===== config.mk =====
export PLATFORM = sky130hd
export DESIGN_NAME = cnp_serial_minsum
export DESIGN_NICKNAME = d
export VERILOG_FILES = /design/src/rtl/cnp_pkg.sv /design/src/rtl/cnp_v2c_buf.sv /design/src/rtl/cnp_min2.sv /design/src/rtl/cnp_out.sv /design/src/rtl/cnp_serial_minsum.sv
export SDC_FILE = /design/constraint.sdc
export NUM_CORES = 1
export LEC_CHECK = 0
export BUFFER_PORTS_ARGS = -buffer_cell sky130_fd_sc_hd__buf_2
export CELL_PAD_IN_SITES_DETAIL_PLACEMENT = 0
export CELL_PAD_IN_SITES_GLOBAL_PLACEMENT = 1
export CORE_MARGIN = 2
export CORE_UTILIZATION = 45
export CTS_CLUSTER_DIAMETER = 120
export DETAILED_ROUTE_END_ITERATION = 8
export PLACE_DENSITY_LB_ADDON = 0.1
export REMOVE_ABC_BUFFERS = 1
export SYNTH_ARGS = -nofsm -noshare
export SYNTH_HDL_FRONTEND = slang
export SYNTH_SLANG_ARGS = --single-unit

===== constraint.sdc =====
create_clock -name clk_i -period 16.18 [get_ports clk_i]
set_clock_uncertainty 0.15 [all_clocks]
set_input_delay 4.045 -clock clk_i [delete_from_list [all_inputs] [get_ports clk_i]]
set_output_delay 4.045 -clock clk_i [all_outputs]
set_load 0.01 [all_outputs]

===== src/rtl/cnp_pkg.sv =====
`timescale 1ns/1ps
package cnp_pkg;
  parameter int SO_W  = 7;
  parameter int MAG_W = 6;

  typedef logic signed [SO_W-1:0] so_t;
  typedef logic [MAG_W-1:0]       mag_t;
  typedef struct packed {
    logic sgn;
    mag_t mag;
  } c2v_t;

  function automatic logic signed [SO_W:0] ext(so_t x);
    return {x[SO_W-1], x};
  endfunction

  function automatic so_t sat(logic signed [SO_W:0] x);
    if (x[SO_W] != x[SO_W-1])
      return x[SO_W] ? {1'b1, {(SO_W-1){1'b0}}} : {1'b0, {(SO_W-1){1'b1}}};
    return x[SO_W-1:0];
  endfunction

  function automatic logic signed [SO_W:0] c2v_val(c2v_t c);
    logic signed [SO_W:0] m;
    m = signed'((SO_W+1)'(c.mag));
    return c.sgn ? -m : m;
  endfunction

  function automatic mag_t abs_clip(so_t v);
    logic [SO_W-1:0] a;
    a = v[SO_W-1] ? unsigned'(-v) : unsigned'(v);
    if (a[SO_W-1:MAG_W] != '0) return '1;
    return a[MAG_W-1:0];
  endfunction

  // scale by 3/4
  function automatic mag_t norm(mag_t x);
    return x - (x >> 2);
  endfunction
endpackage


===== src/rtl/cnp_v2c_buf.sv =====
`timescale 1ns/1ps
module cnp_v2c_buf #(
  parameter int DEPTH = 32,
  parameter int W     = 7,
  localparam int AW   = (DEPTH > 1) ? $clog2(DEPTH) : 1
) (
  input  logic          clk_i,
  input  logic          we_i,
  input  logic [AW-1:0] waddr_i,
  input  logic [W-1:0]  wdata_i,
  input  logic [AW-1:0] raddr_i,
  output logic [W-1:0]  rdata_o
);
  logic [W-1:0] mem_q [DEPTH];

  always_ff @(posedge clk_i) begin
    if (we_i) mem_q[waddr_i] <= wdata_i;
  end

  assign rdata_o = mem_q[raddr_i];
endmodule


===== src/rtl/cnp_min2.sv =====
`timescale 1ns/1ps
module cnp_min2 import cnp_pkg::*; #(
  parameter int IDX_W = 5
) (
  input  logic             clk_i,
  input  logic             rst_ni,
  input  logic             en_i,
  input  logic             first_i,
  input  mag_t             mag_i,
  input  logic             sgn_i,
  input  logic [IDX_W-1:0] idx_i,
  output mag_t             min1_o,
  output mag_t             min2_o,
  output logic [IDX_W-1:0] idx_o,
  output logic             par_o
);
  mag_t             min1_q, min2_q;
  logic [IDX_W-1:0] idx_q;
  logic             par_q;

  always_ff @(posedge clk_i or negedge rst_ni) begin
    if (!rst_ni) begin
      min1_q <= '1;
      min2_q <= '1;
      idx_q  <= '0;
      par_q  <= 1'b0;
    end else if (en_i) begin
      if (first_i) begin
        min1_q <= mag_i;
        min2_q <= '1;
        idx_q  <= idx_i;
        par_q  <= sgn_i;
      end else begin
        par_q <= par_q ^ sgn_i;
        // strict compare: earliest of tied minima keeps the first slot
        if (mag_i < min1_q) begin
          min2_q <= min1_q;
          min1_q <= mag_i;
          idx_q  <= idx_i;
        end else if (mag_i < min2_q) begin
          min2_q <= mag_i;
        end
      end
    end
  end

  assign min1_o = min1_q;
  assign min2_o = min2_q;
  assign idx_o  = idx_q;
  assign par_o  = par_q;

  p_min_order_r4: assert property (@(posedge clk_i) disable iff (!rst_ni)
    min1_q <= min2_q);

  p_hold_r10: assert property (@(posedge clk_i) disable iff (!rst_ni)
    !en_i |=> $stable(min1_q) && $stable(min2_q) && $stable(par_q));
endmodule


===== src/rtl/cnp_out.sv =====
`timescale 1ns/1ps
module cnp_out import cnp_pkg::*; #(
  parameter int IDX_W = 5
) (
  input  so_t              v2c_i,
  input  logic [IDX_W-1:0] idx_i,
  input  mag_t             min1_i,
  input  mag_t             min2_i,
  input  logic [IDX_W-1:0] min_idx_i,
  input  logic             par_i,
  output c2v_t             c2v_o,
  output so_t              so_o
);
  mag_t sel;
  c2v_t c2v_new;

  always_comb begin
    sel         = (idx_i == min_idx_i) ? min2_i : min1_i;
    c2v_new.mag = norm(sel);
    c2v_new.sgn = par_i ^ v2c_i[SO_W-1];
  end

  assign c2v_o = c2v_new;
  assign so_o  = sat(ext(v2c_i) + c2v_val(c2v_new));
endmodule


===== src/rtl/cnp_serial_minsum.sv =====
`timescale 1ns/1ps
module cnp_serial_minsum import cnp_pkg::*; #(
  parameter int MAX_DEG = 32
) (
  input  logic             clk_i,
  input  logic             rst_ni,
  input  logic             rd_valid_i,
  input  logic             rd_last_i,
  input  logic [SO_W-1:0]  so_i,
  input  logic [MAG_W:0]   c2v_i,
  output logic             wr_valid_o,
  output logic             wr_last_o,
  output logic [SO_W-1:0]  so_o,
  output logic [MAG_W:0]   c2v_o
);
  localparam int   IDX_W  = (MAX_DEG > 1) ? $clog2(MAX_DEG) : 1;
  localparam mag_t MAG_MX = '1;
  localparam mag_t NM_MAX = MAG_MX - (MAG_MX >> 2);

  typedef enum logic {ST_RD, ST_WR} st_e;

  st_e              state_q;
  logic [IDX_W-1:0] cnt_q, widx_q, last_idx_q;

  logic             acc, end_rd;
  c2v_t             c2v_in, c2v_new;
  so_t              so_in, v2c_in, wr_v2c, so_new;
  mag_t             min1, min2;
  logic [IDX_W-1:0] min_idx;
  logic             par;

  assign so_in  = so_i;
  assign c2v_in = c2v_i;
  assign acc    = rd_valid_i && (state_q == ST_RD);
  assign end_rd = acc && (rd_last_i || cnt_q == IDX_W'(MAX_DEG-1));
  assign v2c_in = sat(ext(so_in) - c2v_val(c2v_in));

  always_ff @(posedge clk_i or negedge rst_ni) begin
    if (!rst_ni) begin
      state_q    <= ST_RD;
      cnt_q      <= '0;
      widx_q     <= '0;
      last_idx_q <= '0;
    end else if (state_q == ST_RD) begin
      if (end_rd) begin
        state_q    <= ST_WR;
        last_idx_q <= cnt_q;
        cnt_q      <= '0;
        widx_q     <= '0;
      end else if (acc) begin
        cnt_q <= cnt_q + 1'b1;
      end
    end else begin
      if (widx_q == last_idx_q) state_q <= ST_RD;
      else                      widx_q  <= widx_q + 1'b1;
    end
  end

  cnp_v2c_buf #(.DEPTH(MAX_DEG), .W(SO_W)) u_buf (
    .clk_i   (clk_i),
    .we_i    (acc),
    .waddr_i (cnt_q),
    .wdata_i (v2c_in),
    .raddr_i (widx_q),
    .rdata_o (wr_v2c)
  );

  cnp_min2 #(.IDX_W(IDX_W)) u_min (
    .clk_i   (clk_i),
    .rst_ni  (rst_ni),
    .en_i    (acc),
    .first_i (cnt_q == '0),
    .mag_i   (abs_clip(v2c_in)),
    .sgn_i   (v2c_in[SO_W-1]),
    .idx_i   (cnt_q),
    .min1_o  (min1),
    .min2_o  (min2),
    .idx_o   (min_idx),
    .par_o   (par)
  );

  cnp_out #(.IDX_W(IDX_W)) u_out (
    .v2c_i     (wr_v2c),
    .idx_i     (widx_q),
    .min1_i    (min1),
    .min2_i    (min2),
    .min_idx_i (min_idx),
    .par_i     (par),
    .c2v_o     (c2v_new),
    .so_o      (so_new)
  );

  assign wr_valid_o = (state_q == ST_WR);
  assign wr_last_o  = wr_valid_o && (widx_q == last_idx_q);
  assign so_o       = so_new;
  assign c2v_o      = c2v_new;

  p_sub_sat_r2: assert property (@(posedge clk_i) disable iff (!rst_ni)
    (acc && !so_i[SO_W-1] && c2v_i[MAG_W]) |-> $signed(v2c_in) >= $signed(so_i));

  p_mag_bound_r5: assert property (@(posedge clk_i) disable iff (!rst_ni)
    wr_valid_o |-> c2v_o[MAG_W-1:0] <= NM_MAX);

  p_no_overflow_r6: assert property (@(posedge clk_i) disable iff (!rst_ni)
    (wr_valid_o && !wr_v2c[SO_W-1] && !c2v_o[MAG_W]) |-> $signed(so_o) >= $signed(wr_v2c));

  p_wr_start_r7: assert property (@(posedge clk_i) disable iff (!rst_ni)
    (acc && rd_last_i) |=> wr_valid_o);

  p_wr_end_r7: assert property (@(posedge clk_i) disable iff (!rst_ni)
    wr_last_o |=> !wr_valid_o);

  p_force_end_r8: assert property (@(posedge clk_i) disable iff (!rst_ni)
    (acc && cnt_q == IDX_W'(MAX_DEG-1)) |=> wr_valid_o);

  p_ignore_r10: assert property (@(posedge clk_i) disable iff (!rst_ni)
    (wr_valid_o && !wr_last_o) |=> wr_valid_o && $stable(last_idx_q));
endmodule


==> results of run 1 <==
==> per-layer routing <==
layer  vias up  global-route usage (%)  wire length, um
li1       3202                       -                -
met1      3560                    28.4            12500
met2       138                    32.2            13200
met3        30                    2.45             1140
met4         0                    3.97              415
met5         -                       0                0
==> flip-flops by register name, indices dropped and copies added (netlist names) <==
signal / flops
last_idx_q: 5
u_min.idx_o: 5
u_min.min2_o: 6
u_min.min1_o: 6
cnt_q: 5
u_min.par_o: 1
u_buf.mem_q: 224
wr_valid_o: 1
widx_q: 5
==> worst min path at each step <==
stage	start	end
6_report	u_min.min1_o[2]$_DFFE_PN1P_	u_min.min1_o[2]$_DFFE_PN1P_
5_1_grt	u_min.min1_o[2]$_DFFE_PN1P_	u_min.min1_o[2]$_DFFE_PN1P_
4_1_cts	u_min.min1_o[2]$_DFFE_PN1P_	u_min.min1_o[2]$_DFFE_PN1P_
2_1_floorplan	u_min.min2_o[1]$_DFFE_PN1P_	u_min.min2_o[1]$_DFFE_PN1P_
3_3_place_gp	u_min.min2_o[1]$_DFFE_PN1P_	u_min.min2_o[1]$_DFFE_PN1P_
3_5_place_dp	u_min.min1_o[2]$_DFFE_PN1P_	u_min.min1_o[2]$_DFFE_PN1P_
==> worst max-delay path: cells and delay by family, from the launching register on <==
| family | cells | cell delay, ps |
|---|---|---|
| buffers and inverters | 2 | 790 |
| and+or+nand+nor | 4 | 1440 |
| AOI/OAI and AO/OA | 9 | 2290 |
| adders and majority gates | 1 | 320 |
| DFF | 1 | 580 |
| xor gates and xnor gates | 1 | 320 |
| muxes | 1 | 660 |
==> kinds of logic (layout without fill, tap and decap cells) <==
group / count (synthesis) / in the layout / share of synthesized area [%]
compound gates: 117 / 117 / 6.63
xor+xnor: 36 / 36 / 2.64
fa+ha+maj: 41 / 41 / 4.38
buf+inv: 63 / 123 / 2.01
flops: 258 / 258 / 62.1
mux: 94 / 94 / 14.8
simple gates: 191 / 191 / 7.52
==> cell usage after synthesis, drive strengths merged, types with 6 or more instances <==
library cell,number,area (sq um)
a211oi,7,52.6
a21o,19,143
a21oi,18,90.1
and2,6,40.0
buf,9,42.5
clkbuf,20,75.1
dfrtp,22,551
dfstp,12,315
edfxtp,224,6730
ha,38,475
inv,33,124
mux2,14,165
mux2i,13,130
mux4,67,1510
nand2,53,199
nand2b,8,50.1
nand3,8,40.0
nor2,61,229
nor2b,8,50.1
nor3,13,65.1
o21a,6,45.0
o21ai,24,120
o31ai,6,58.8
or3,7,43.8
xnor2,21,184
xor2,15,139
==> cell type report <==
| type | count | area [sq um] | share of cell area, % |
|---|---|---|---|
| Inverter | 34 | 128 | 0.939 |
| Timing Repair Buffer | 40 | 218 | 1.60 |
| Tap cell | 341 | 427 | 3.14 |
| Sequential cell | 258 | 7600 | 55.9 |
| Clock inverter | 13 | 121 | 0.893 |
| Multi-Input combinational cell | 479 | 4400 | 32.3 |
| Clock buffer | 36 | 709 | 5.22 |
==> per-stage QoR <==
| stage | utilization [%] | worst slack, ps |
|---|---|---|
| 2_1_floorplan | - | 4980 |
| 3_3_place_gp | 47.6 | 4880 |
| 3_5_place_dp | 47.6 | 4750 |
| 4_1_cts | 50.7 | 4900 |
| 5_1_grt | 50.7 | 4350 |
| 6_report | 50.7 | 5010 |
==> results by group, run 1 <==
Clock tree
  • H-tree level count: 1
  • Worst skew pair latency: 540 ps
  • Reg clk slew, reported paths: 60 ps
  • CTS buffer count: 27
  • Clock root buffer: clkbuf_16
  • Post-CTS sizing: 0
  • TritonCTS Sinks: 258
  • Hold_buf cts: 0
  • CTS Buffer Depth: 3
  • CTS tree: yes
  • Setup Fix Bufs, Post-CTS: 0

Layout
  • Commonest cells after routing, fill and taps aside: edfxtp_1, mux4_2, nor2_1
  • Final nets: 899
  • Cell area after layout: 13600 sq um
  • Area growth, synth to finish: 11.2%
  • Final Non-Filler Cells: around 1200
  • Fillers: between 2000 and 2500
  • Most common cell after layout, fill and taps aside: edfxtp_1
  • ANT cells: 0
  • Share of layout cells above drive strength 1: 20.8%

Floorplan
  • Rows: 60
  • Core area: ~27000 sq um
  • Die height: between 150 and 200 um
  • I/O pins: 34
  • Die X: 169 um
  • Die area: roughly 29000 sq um
  • Initial core utilization: 45.6%

Routing
  • Vias per cell: 5.77
  • Average wire per standard cell: 22.7 um
  • Detailed-route DRC error count: 0
  • DRT Pass-1 Iters: 5
  • Post-route ant nets: 0
  • Vias: 6930
  • Final wirelength: 27.3 mm
  • DRT iter0 DRCs: 575

GRT
  • Vias in the first global route: 7160
  • Initial antenna violation count: 0
  • Overall Global Routing Usage: 19.6%
  • First-pass GRT wire length: about 42 mm
  • Largest net degree at the start of global routing: around 50
  • GR Overflow Total: 0

Synth
  • Yosys reg bits: around 260
  • Warnings from Yosys: 0
  • Syn_area_per_cell: 15.3 sq um
  • Async set or reset register ratio after synthesis: roughly an eighth
  • Seq/Total Area, Yosys: 62.1%
  • Number of distinct library cells after synthesis: 66
  • Syn Inst Count: 800
  • Synth Flop Type: edfxtp_1
  • Number of synthesized flops with an enable pin: roughly 220
  • Mapped cell area: roughly 12000 sq um

Critical path
  • FF-to-FF Start: u_min.min1_o[3]$_DFFE_PN1P_
  • Critical Path RT: 11990 ps
  • CP Class: reg2out
  • Max incr delay on CP: between 600 and 700 ps
  • R2R setup slack: 12850 ps
  • CP max stage cell: buf_4
  • Crit path to: so_o[4]
  • Startpoint Class: flop
  • Worst-path maximum fanout: 50
  • R2R cell count: 12
  • Critical Path End Type: output pin
  • Crit-path most repeated cell: nor3_1
  • Worst R2R End: u_min.min2_o[0]$_DFFE_PN1P_
  • Setup crit start: widx_q[1]$_DFFE_PN0P_
  • Chain of cells forming the critical path: buf_4 -> mux4_2 -> o22ai_1 -> nor4_1 -> nor3_1 -> xnor2_1 -> o21ai_0 -> ha_1 -> a21o_1 -> a21o_1 -> a2111oi_0 -> nor3_1 -> a21oi_1 -> a211oi_1 -> o211a_1 -> nor3_1 -> o21a_1 -> buf_2
  • Crit path DAT: 6970 ps

Placed design
  • IO buf count: 33
  • Placed insts: 1152
  • Placer congestion estimate: 0.812
  • Post-DP HPWL: 18.4 mm
  • Placed cell areas: 12800 sq um

Min path
  • Hold Path Cell Cnt: 2
  • Worst Hold Class: reg2reg

STA
  • Setup_tns: 0 ps
  • Period utilisation layout: 69.0%
  • Worst-margin pin slew: 1230 ps
  • Slew HR: approximately 18%
  • Final Hold Slack: about 360 ps
  • Setup violations, final: 0
  • Max Transition Viols Final: 0
  • Fmax: 89.5 MHz
  • Fin. Hold Viols: 0
  • RSZ-0062 raised after global routing: no
  • Tmin final: 11170 ps

Run
  • Max cap viols: 0

Outcome
  • Status: finished clean
Power of run 1 is not shown: default switching activity piles up to over one toggle a cycle in this logic, so the estimate is an artifact.
==> run 2: changes to the inputs <==
==> constraint.sdc (replaced) <==
create_clock -name clk_i -period 11.3 [get_ports clk_i]
set_clock_uncertainty 0.15 [all_clocks]
set_input_delay 2.825 -clock clk_i [delete_from_list [all_inputs] [get_ports clk_i]]
set_output_delay 2.825 -clock clk_i [all_outputs]
set_load 0.01 [all_outputs]
==> run 2 against run 1 <==
Against the previous run:
- cell area is 0.36% higher
- wire length is 1.7% higher
- global-route usage is 0.65 points higher
- critical endpoint is now u_min.min2_o[0]$_DFFE_PN1P_
- highest routed layer unchanged
==> results by group, run 2 (synthesis gave the netlist of run 1 again) <==
Clock tree
  • Worst skew pair latency: 530 ps
  • Setup Fix Bufs, Post-CTS: 0
  • Post-CTS sizing: 0
  • H-tree level count: 1
  • TritonCTS Sinks: 258
  • CTS tree: yes
  • Reg clk slew, reported paths: approximately 50 ps
  • Clock root buffer: clkbuf_16
  • CTS Buffer Depth: 3
  • Hold_buf cts: 0
  • CTS buffer count: 28

Layout
  • Share of layout cells above drive strength 1: a little over a fifth
  • ANT cells: 0
  • Final Non-Filler Cells: 1205
  • Max FFs per register: 224
  • Fillers: 2239
  • Commonest cells after routing, fill and taps aside: edfxtp_1, mux4_2, nor2_1
  • Reg area: 7600 sq um
  • Area growth, synth to finish: 11.6%
  • Footprint of the multi-input gates: approximately 4400 sq um
  • Most common cell after layout, fill and taps aside: edfxtp_1
  • Final nets: 903
  • Most flops, register: u_buf.mem_q
  • Cell area after layout: about 14000 sq um

GRT
  • Vias in the first global route: 7289
  • Largest net degree at the start of global routing: 47
  • GR Overflow Total: 0
  • Overall Global Routing Usage: 20.2%
  • First-pass GRT wire length: 43.3 mm
  • Initial antenna violation count: 0

Floorplan
  • Core area: 26800 sq um
  • Die X: about 170 um
  • Die height: 169 um
  • Rows: 60
  • Die area: approximately 29000 sq um
  • I/O pins: 34
  • Initial core utilization: 45.6%

Critical path
  • Worst-path maximum fanout: 17
  • Crit-path most repeated cell: ha_1
  • CP max stage cell: or4_4
  • Crit path DAT: between 10000 and 15000 ps
  • FF-to-FF Start: u_min.min1_o[3]$_DFFE_PN1P_
  • Startpoint Class: input port
  • R2R setup slack: approximately 8000 ps
  • R2R cell count: 12
  • CP Class: in2reg
  • Worst R2R End: u_min.min2_o[0]$_DFFE_PN1P_
  • Critical Path RT: roughly 12000 ps
  • Max incr delay on CP: around 550 ps
  • Critical Path End Type: flop

Routing
  • DRT iter0 DRCs: 577
  • Detailed-route DRC error count: 0
  • DRT Pass-1 Iters: 5
  • Post-route ant nets: 0
  • Final wirelength: around 28 mm
  • Vias: 6988
  • Vias per cell: ~5.8
  • Average wire per standard cell: 23.1 um

Placed design
  • Placer congestion estimate: 0.801
  • IO buf count: 33
  • Placed cell areas: 12800 sq um
  • Post-DP HPWL: 18.9 mm
  • Placed insts: roughly 1200

STA
  • Fin. Hold Viols: 0
  • RSZ-0062 raised after global routing: no
  • Max Transition Viols Final: 0
  • Tmin final: 9850 ps
  • Period utilisation layout: between 80 and 90%
  • Final Hold Slack: 351 ps
  • Fmax: 102 MHz
  • Setup violations, final: 0
  • Slew HR: 20.4%
  • Worst-margin pin slew: 1190 ps
  • Setup_tns: 0 ps

Min path
  • Hold Path Sink: u_min.min2_o[2]$_DFFE_PN1P_
  • Worst Hold Class: reg2reg
  • Hold Path Cell Cnt: 2
  • HP Start: u_min.min2_o[2]$_DFFE_PN1P_

Outcome
  • Status: finished clean

Run
  • Max cap viols: 0
==> run 2: cell type report <==
class,count,share of cell area [%]
Clock buffer,32,5.40
Clock inverter,18,0.880
Inverter,34,0.935
Multi-Input combinational cell,479,32.2
Sequential cell,258,55.7
Tap cell,341,3.13
Timing Repair Buffer,43,1.76
==> run 2: metal layers <==
metal	GRT usage (%)	share of wire (%)	up-vias	wire length (um)
li1	-	-	3199	-
met5	0	0	-	0
met2	33.8	49	157	13700
met4	4.39	1.8	0	507
met3	2.71	3.9	33	1070
met1	28.7	45	3599	12500
==> run 2: how the worst max path moves through the flow <==
stage,start,end,slack [ps],cells past startpoint
floorplan,widx_q[0]$_DFFE_PN0P_,so_o[4],1320,21
global placement,c2v_i[1],u_min.min2_o[4]$_DFFE_PN1P_,1200,29
detailed placement,c2v_i[1],u_min.min2_o[0]$_DFFE_PN1P_,980,29
CTS,widx_q[1]$_DFFE_PN0P_,so_o[4],1340,18
global route,widx_q[4]$_DFFE_PN0P_,so_o[4],790,23
finish,c2v_i[1],u_min.min2_o[0]$_DFFE_PN1P_,1450,29
==> run 2: stage by stage <==
| step | worst slack (ps) | utilization [%] |
|---|---|---|
| after global placement | 1200 | 47.7 |
| after detailed placement | 978 | 47.7 |
| after floorplan | 1320 | - |
| after global routing | 790 | 50.9 |
| final | 1450 | 50.9 |
| after CTS | 1340 | 50.9 |
==> run 2: critical path, delay by kind of cell <==
kind            cells  cell delay (ps)
mux                 1              340
xor+xnor            1              170
buf+inv             2              370
compound gates     11             2550
fa+ha+maj           4             1390
simple gates       10             2500
Power of run 2 is left out for the same reason.
